[config.mk]
export PLATFORM = sky130hd
export DESIGN_NAME = dual_seg_relocator
export DESIGN_NICKNAME = d
export VERILOG_FILES = /design/src/rtl/reloc_pkg.sv /design/src/rtl/reloc_ctrl.sv /design/src/rtl/reloc_lane.sv /design/src/rtl/reloc_datapath.sv /design/src/rtl/dual_seg_relocator.sv
export SDC_FILE = /design/constraint.sdc
export NUM_CORES = 1
export LEC_CHECK = 0
export BUFFER_PORTS_ARGS = -buffer_cell sky130_fd_sc_hd__buf_4
export CAP_MARGIN = 5
export CORE_ASPECT_RATIO = 1.2
export CORE_MARGIN = 3
export CORE_UTILIZATION = 60
export CTS_BUF_LIST = sky130_fd_sc_hd__clkbuf_2 sky130_fd_sc_hd__clkbuf_4 sky130_fd_sc_hd__clkbuf_8
export DETAILED_ROUTE_END_ITERATION = 6
export PLACE_DENSITY_LB_ADDON = 0.15
export SLEW_MARGIN = 20
export SYNTH_ARGS = -nofsm -noshare
export SYNTH_HDL_FRONTEND = slang
export SYNTH_HIERARCHICAL = 1
export SYNTH_SLANG_ARGS = --single-unit
[constraint.sdc]
create_clock -name clk -period 3.82 [get_ports clk]
set_input_delay 0.382 -clock clk [delete_from_list [all_inputs] [get_ports clk]]
set_output_delay 0.382 -clock clk [all_outputs]
set_load 0.05 [all_outputs]
[src/rtl/reloc_pkg.sv]
package reloc_pkg;
  localparam int NUM_SEG_REGS = 4;
  localparam int NUM_LANES    = 2;
  localparam int SEL_W        = $clog2(NUM_SEG_REGS);

  // register order matters: lane l uses base at 2*l and limit at 2*l+1
  typedef enum logic [SEL_W-1:0] {
    SEL_PROG_BASE  = 2'd0,
    SEL_PROG_LIMIT = 2'd1,
    SEL_DATA_BASE  = 2'd2,
    SEL_DATA_LIMIT = 2'd3
  } segSel_e;

  typedef struct packed {
    logic [NUM_SEG_REGS-1:0] wrStrobe;
    logic                    rdEnable;
    logic [SEL_W-1:0]        rdSel;
  } segCtrl_t;
endpackage

[src/rtl/reloc_ctrl.sv]
module reloc_ctrl
  import reloc_pkg::*;
(
  input  logic             clk,
  input  logic             rstN,
  input  logic             supervisor,
  input  logic             cfgWrEn,
  input  logic [SEL_W-1:0] cfgSel,
  output segCtrl_t         ctrl,
  output logic             privErr
);
  logic userWrite;

  assign userWrite = cfgWrEn && !supervisor;

  always_comb begin
    ctrl          = '0;
    ctrl.rdEnable = supervisor;
    ctrl.rdSel    = cfgSel;
    for (int r = 0; r < NUM_SEG_REGS; r++) begin
      ctrl.wrStrobe[r] = cfgWrEn && supervisor && (cfgSel == SEL_W'(r));
    end
  end

  always_ff @(posedge clk or negedge rstN) begin
    if (!rstN) privErr <= 1'b0;
    else       privErr <= userWrite;
  end
endmodule

[src/rtl/reloc_lane.sv]
module reloc_lane #(
  parameter int AW = 32
) (
  input  logic          clk,
  input  logic          rstN,
  input  logic          req,
  input  logic [AW-1:0] effAddr,
  input  logic [AW-1:0] segBase,
  input  logic [AW-1:0] segLimit,
  output logic          okQ,
  output logic          faultQ,
  output logic [AW-1:0] physQ
);
  logic          inRange;
  logic [AW-1:0] sum;

  assign inRange = (effAddr <= segLimit);
  assign sum     = segBase + effAddr;

  always_ff @(posedge clk or negedge rstN) begin
    if (!rstN) begin
      okQ    <= 1'b0;
      faultQ <= 1'b0;
      physQ  <= '0;
    end else begin
      okQ    <= req && inRange;
      faultQ <= req && !inRange;
      physQ  <= (req && inRange) ? sum : '0;
    end
  end
endmodule

[src/rtl/reloc_datapath.sv]
module reloc_datapath
  import reloc_pkg::*;
#(
  parameter int AW = 32
) (
  input  logic                           clk,
  input  logic                           rstN,
  input  segCtrl_t                       ctrl,
  input  logic [AW-1:0]                  cfgWrData,
  output logic [AW-1:0]                  cfgRdData,
  input  logic [NUM_LANES-1:0]           laneReq,
  input  logic [NUM_LANES-1:0][AW-1:0]   laneAddr,
  output logic [NUM_LANES-1:0]           laneOk,
  output logic [NUM_LANES-1:0]           laneFault,
  output logic [NUM_LANES-1:0][AW-1:0]   lanePhys
);
  logic [NUM_SEG_REGS-1:0][AW-1:0] segReg;

  always_ff @(posedge clk or negedge rstN) begin
    if (!rstN) begin
      segReg <= '0;
    end else begin
      for (int r = 0; r < NUM_SEG_REGS; r++) begin
        if (ctrl.wrStrobe[r]) segReg[r] <= cfgWrData;
      end
    end
  end

  assign cfgRdData = ctrl.rdEnable ? segReg[ctrl.rdSel] : '0;

  for (genvar l = 0; l < NUM_LANES; l++) begin : g_lane
    reloc_lane #(.AW(AW)) u_lane (
      .clk      (clk),
      .rstN     (rstN),
      .req      (laneReq[l]),
      .effAddr  (laneAddr[l]),
      .segBase  (segReg[2*l]),
      .segLimit (segReg[2*l+1]),
      .okQ      (laneOk[l]),
      .faultQ   (laneFault[l]),
      .physQ    (lanePhys[l])
    );
  end
endmodule

[src/rtl/dual_seg_relocator.sv]
module dual_seg_relocator
  import reloc_pkg::*;
#(
  parameter int AW = 32
) (
  input  logic             clk,
  input  logic             rstN,
  input  logic             supervisor,
  input  logic             cfgWrEn,
  input  logic [1:0]       cfgSel,
  input  logic [AW-1:0]    cfgWrData,
  output logic [AW-1:0]    cfgRdData,
  input  logic [AW-1:0]    fetchAddr,
  input  logic             dataReq,
  input  logic [AW-1:0]    dataAddr,
  output logic             fetchOk,
  output logic             fetchFault,
  output logic [AW-1:0]    fetchPhys,
  output logic             dataValid,
  output logic             dataFault,
  output logic [AW-1:0]    dataPhys,
  output logic             privErr
);
  localparam int FETCH_LANE = 0;
  localparam int DATA_LANE  = 1;

  segCtrl_t                     ctrl;
  logic [NUM_LANES-1:0]         laneReq;
  logic [NUM_LANES-1:0][AW-1:0] laneAddr;
  logic [NUM_LANES-1:0]         laneOk;
  logic [NUM_LANES-1:0]         laneFault;
  logic [NUM_LANES-1:0][AW-1:0] lanePhys;

  assign laneReq[FETCH_LANE]  = 1'b1;
  assign laneReq[DATA_LANE]   = dataReq;
  assign laneAddr[FETCH_LANE] = fetchAddr;
  assign laneAddr[DATA_LANE]  = dataAddr;

  reloc_ctrl u_ctrl (
    .clk        (clk),
    .rstN       (rstN),
    .supervisor (supervisor),
    .cfgWrEn    (cfgWrEn),
    .cfgSel     (cfgSel),
    .ctrl       (ctrl),
    .privErr    (privErr)
  );

  reloc_datapath #(.AW(AW)) u_dp (
    .clk       (clk),
    .rstN      (rstN),
    .ctrl      (ctrl),
    .cfgWrData (cfgWrData),
    .cfgRdData (cfgRdData),
    .laneReq   (laneReq),
    .laneAddr  (laneAddr),
    .laneOk    (laneOk),
    .laneFault (laneFault),
    .lanePhys  (lanePhys)
  );

  assign fetchOk    = laneOk[FETCH_LANE];
  assign fetchFault = laneFault[FETCH_LANE];
  assign fetchPhys  = lanePhys[FETCH_LANE];
  assign dataValid  = laneOk[DATA_LANE];
  assign dataFault  = laneFault[DATA_LANE];
  assign dataPhys   = lanePhys[DATA_LANE];
endmodule

Word level (Yosys, flattened, before mapping)
Cells that the tools add are included.
{"block": "totals", "reg_bits": 197, "input_bits": 103, "output_inout_bits": 101, "elab_cells": 36}
{"block": "classes", "add_sub_neg": 2, "n_lt_le_gt_ge": 3, "n_eq_ne": 3, "muxes": 5, "reduce_logical": 12}
{"operator": "32-bit two-way mux", "count": 4}
{"operator": "32-bit adder", "count": 2}
{"operator": "32-bit binary-select mux with 2-bit select", "count": 1}
{"operator": "32-bit <= comparator", "count": 2}
{"operator": "1-bit logical AND", "count": 8}
{"operator": "2-bit equality test, second input constant", "count": 2}
{"operator": "1-bit zero test", "count": 3}
{"operator": "2-bit by 3-bit less-than comparator with 1-bit output, second input constant", "count": 1}
{"operator": "2-bit by 1-bit equality test with 1-bit output, second input constant", "count": 1}
{"operator": "2-bit zero test", "count": 1}

Depth between registers and ports, before layout
{"block": "logic_depth", "word_depth": 3, "depth_mapped": 11, "ltp_nobuf": 11}

Cells and area by module
The synthesis kept the hierarchy.
{"module": "reloc_datapath", "n_inst": 1, "cells_per_inst": 383, "area_per_inst_um2": 5801.8, "seq_area_each_um2": 3203.1}
{"module": "reloc_lane at u_dp.g_lane[1].u_lane", "n_inst": 1, "cells_per_inst": 430, "area_per_inst_um2": 3619.7, "seq_area_each_um2": 850.8}
{"module": "reloc_lane at u_dp.g_lane[0].u_lane", "n_inst": 1, "cells_per_inst": 410, "area_per_inst_um2": 3435.8, "seq_area_each_um2": 850.8}
{"module": "reloc_ctrl", "n_inst": 1, "cells_per_inst": 9, "area_per_inst_um2": 95.1, "seq_area_each_um2": 25.0}
{"module": "dual_seg_relocator", "n_inst": 1, "cells_per_inst": 1, "area_per_inst_um2": 3.8, "seq_area_each_um2": 0.0}

Least setup slack after synthesis
No wires, ideal clock.
{"block": "synth_path", "path_kind": "input -> register", "start": "input port dataAddr[0]", "end": "register u_dp.g_lane[1].u_lane.physQ[26]", "setup_time_ns": 0.107, "arrival_time_ns": 2.894, "t_required_ns": 3.713, "setup_slack_ns": 0.819, "cell_stages": 9, "n_path_buf": 0, "cell_sequence": "ha_1 > fa_1 > a211o_1 > a211o_1 > a221oi_4 > o31ai_4 > a21oi_1 > mux2_2 > a2111oi_4"}
{"block": "synth_between", "elab_chain_cells": 3, "elab_cells_between_ends": 4, "cone_classes": "add/sub (1); order compare (1); mux (1); reduce/logical (1)"}
{"item": "start: declaration", "line_no": "dual_seg_relocator.sv:15", "source": "input logic [AW-1:0] dataAddr,"}
{"item": "32-bit <= comparator", "line_no": "reloc_lane.sv:17", "source": "assign inRange = (effAddr <= segLimit);"}
{"item": "1-bit logical AND", "line_no": "reloc_lane.sv:28", "source": "physQ <= (req && inRange) ? sum : '0;"}
{"item": "32-bit two-way mux *", "line_no": "reloc_lane.sv:28"}
{"item": "end signal: assignment", "line_no": "reloc_lane.sv:28"}
{"item": "end: declaration", "line_no": "reloc_lane.sv:12", "source": "output logic [AW-1:0] physQ"}
Mark *: on every way between the ends. The rest lies on a longest branch, timed or not.
A chain may end at the register's enable or synchronous reset.

Worst setup path after layout
{"block": "layout_path", "start": "register u_dp/segReg[64] in the netlist's numbering", "end": "register u_dp.g_lane[1].u_lane.physQ[26]"}
{"block": "layout_between", "elab_chain_cells": 2}
{"item": "start: declaration", "line_no": "reloc_datapath.sv:17", "source": "logic [NUM_SEG_REGS-1:0][AW-1:0] segReg;"}
{"item": "start signal: indexed assignment", "line_no": "reloc_datapath.sv:24", "source": "if (ctrl.wrStrobe[r]) segReg[r] <= cfgWrData;"}
{"item": "32-bit adder", "line_no": "reloc_lane.sv:18", "source": "assign sum = segBase + effAddr;"}
{"item": "32-bit two-way mux", "line_no": "reloc_lane.sv:28"}
Every way passes these cells.

==> impl_metrics.py <==
metrics = {
    "run_status": {
        "outcome": "finished, final reports clean",
    },
    "timing": {
        "post-route-min-period_ns": 3.35,
        "fin_tns_setup_ns": 0,
        "grt_setup_unrepaired": "false",
        "finalHoldViolCount": 0,
        "tightest_slew_ns": 0.845,
        "layout_setup_ws_ns": 0.473,
        "setup_viol": 0,
        "slew_headroom": 0.436,
        "timing.fmax_mhz": 299,
        "finalClockSkew_ns": 0.0145,
        "drv_slew": 0,
        "fin_crit_sh": 0.876,
    },
    "drt": {
        "via_per_inst": 6.02,
        "dr.pass1.iters": 5,
        "ant_nets": 0,
        "wl_per_cell_microns": 20.2,
        "wirelength_microns": 34400,
        "drt-initial-drc-count": 668,
        "dr_total_vias": 10200,
        "drc": 0,
    },
    "power": {
        "power_mw": 8.29,
        "p_leak_nw": 7.30,
        "powerDensity_nw_per_um2": 556,
        "ir_drop_mv": 0.317,
    },
    "hold_path": {
        "hold_class": "in -> reg",
    },
    "logic_synthesis": {
        "synth_edf_count": 0,
        "syn_avg_cell_area_sq_um": 10.5,
        "async_flop_share": 1.00,
        "ys.flop_type": "dfrtp_1",
        "yosysWarnings": 6,
        "seq_area_frac_synth": 0.380,
        "syn_area_sq_um": 13000,
        "synthCells": 1233,
        "synth-seq-cells": 197,
        "yosysUniqueCellTypes": 79,
    },
    "worst_setup_path": {
        "crit_fanout": 7,
        "cp-start-kind": "register",
        "cpMaxStageDelayCell": "dfrtp_1",
        "critPathRequiredTime_ns": 4.19,
        "crit_arrival_ns": 3.72,
        "cp_slowest_stage_delay_ns": 0.43,
        "critPathCaptureType": "register",
        "cp_cell_sequence": "ha_1 -> fa_1 -> a211o_1 -> a211o_1 -> a221oi_4 -> o31ai_4 -> a21oi_1 -> mux2_2 -> a2111oi_4",
        "crit_family": "compound AO/OA/AOI/OAI gates",
        "crit_path_frequent_cell": "a211o_1",
        "crit_type": "reg -> reg",
        "r2r_setup_slack_ns": 0.47,
        "worst-path-buf-inv": 0,
    },
    "cells_and_area": {
        "drive_gt1_frac": 0.273,
        "layout_commonest_cell": "buf_4",
        "fillers": 1656,
        "syn_to_final_growth_pct": 15.1,
        "fin_nets": 1649,
        "final_cell_mix": "buf_4, dfrtp_1, ha_1",
        "antennaDiodeCount": 0,
        "fin_util": 0.706,
    },
    "place": {
        "dpl_worst_slack_ns": 0.461,
        "dp_hpwl_microns": 26300,
        "place.gp.congestion": 0.937,
        "numPortBuffers": 203,
    },
    "run": {
        "max_cap_viol_count": 0,
    },
    "die": {
        "rows": 58,
        "start_util": 0.614,
        "die_area_sq_um": 23400,
        "die_w_microns": 140,
        "ios": 204,
        "core-area_sq_um": 21100,
        "fp.dieH_microns": 167,
    },
    "global_route": {
        "antenna_found_initial": 0,
        "grt_pass1_vias": 10400,
        "grt_first_pass_wirelength_microns": 54000,
        "overflow": 0,
        "track_usage": 0.291,
        "grt_max_degree": 90,
    },
    "clocking": {
        "insertion_delay_ns": 0.48,
        "cts_tree": "built",
        "htreeDepth": 4,
        "cts_num_sinks": 197,
        "cts_buffer_depth": 2,
        "clkTransAtPathRegs_ns": 0.11,
        "cts_inserted_buffers": 17,
        "cts_setup_buffers": 0,
        "root_buffer": "clkbuf_8",
    },
}
[final cells by class]
type	count	area (sq um)	area share
flip-flops and latches	197	4930	0.330
clock inverters	13	140	0.00939
well taps	270	338	0.0226
clock buffers	19	255	0.0171
multi-input cells	908	7320	0.491
repair buffers	215	1640	0.110
inverters	79	297	0.0199
[flip-flops by register name, summed over array words and instances, names as in the netlist]
signal                     flops
u_ctrl/privErr                 1
u_dp/g_lane.u_lane/faultQ      2
u_dp/g_lane.u_lane/okQ         2
u_dp/g_lane.u_lane/physQ      64
u_dp/segReg                  128
[repair_timing]
action,CTS,global route
resized for setup,0,0
setup endpoints to repair,0,0
hold buffers,1,0
endpoints found under the hold margin,27,0
[report_power, final]
part           switching (mW)  internal (mW)
registers               0.380           2.54
logic                    2.44           1.56
clock network           0.802          0.563
total                    3.62           4.67
[synthesized netlist by cell type, types with 4 or more instances]
cell type  instances  share of area
a211oi_1          11         0.0064
a21boi_0           5         0.0029
a21o_1            23          0.013
a21oi_1           88          0.034
a31oi_1            9         0.0043
and2_1             8         0.0039
and3_1            10         0.0048
and4_1             4         0.0027
buf_4              6         0.0035
buf_6             15          0.013
clkbuf_1          18         0.0052
clkbuf_2           4         0.0015
dfrtp_1          197           0.38
ha_1             126           0.12
inv_1             78          0.023
mux2_1             9         0.0078
mux2_2           120           0.10
mux2i_1           67          0.052
nand2_1           51          0.015
nand3_1           26          0.010
nand4_1           21          0.010
nor2_1            92          0.027
nor2b_1            5         0.0024
nor3_1            12         0.0046
o211ai_1          10         0.0058
o21a_1            10         0.0058
o21ai_0           34          0.013
o21bai_1          10         0.0058
o22ai_1           33          0.016
o31ai_1            5         0.0029
or3_1              4         0.0019
xnor2_1           26          0.018
xor2_1            23          0.016
[final timing paths]
path,startpoint,endpoint,cells after the start
min in group asynchronous,rstN,u_dp/segReg[31],2
max in group asynchronous,rstN,u_dp/g_lane[0].u_lane/physQ[9],3
worst max register to register,u_dp/segReg[64],u_dp/g_lane[1].u_lane/physQ[26],9
worst min-delay path,supervisor,u_ctrl/privErr,2
worst max-delay path,u_dp/segReg[64],u_dp/g_lane[1].u_lane/physQ[26],9
worst min register to register,u_dp/segReg[115],u_dp/segReg[115],1
[kinds of logic (layout without fill, tap and decap cells)]
group,count (synthesis),after routing,synth area share
DFF,197,197,0.380
muxes,196,196,0.164
buffers and inverters,129,326,0.0547
other,1,2,0.000289
xor gates and xnor gates,49,49,0.0331
AOI/OAI and AO/OA,282,282,0.149
adders and majority gates,128,128,0.125
and+or+nand+nor,251,251,0.0933
[through the flow]
stage               hold WS, ns  cell area [sq um]  instances
finish                    0.112              14900       1701
global route             0.0935              14900       1701
CTS                      0.0903              14900       1701
detailed placement        0.506              14500       1668
global placement          0.491              14500       1668
floorplan                0.0864              13000       1234
[per-layer routing]
layer / GRT usage / wire length [microns]
met1: 0.351 / 13700
met2: 0.523 / 17800
met3: 0.0505 / 1750
met4: 0.0978 / 1120
met5: 0 / 0
Power figures use the tool's default switching activity.
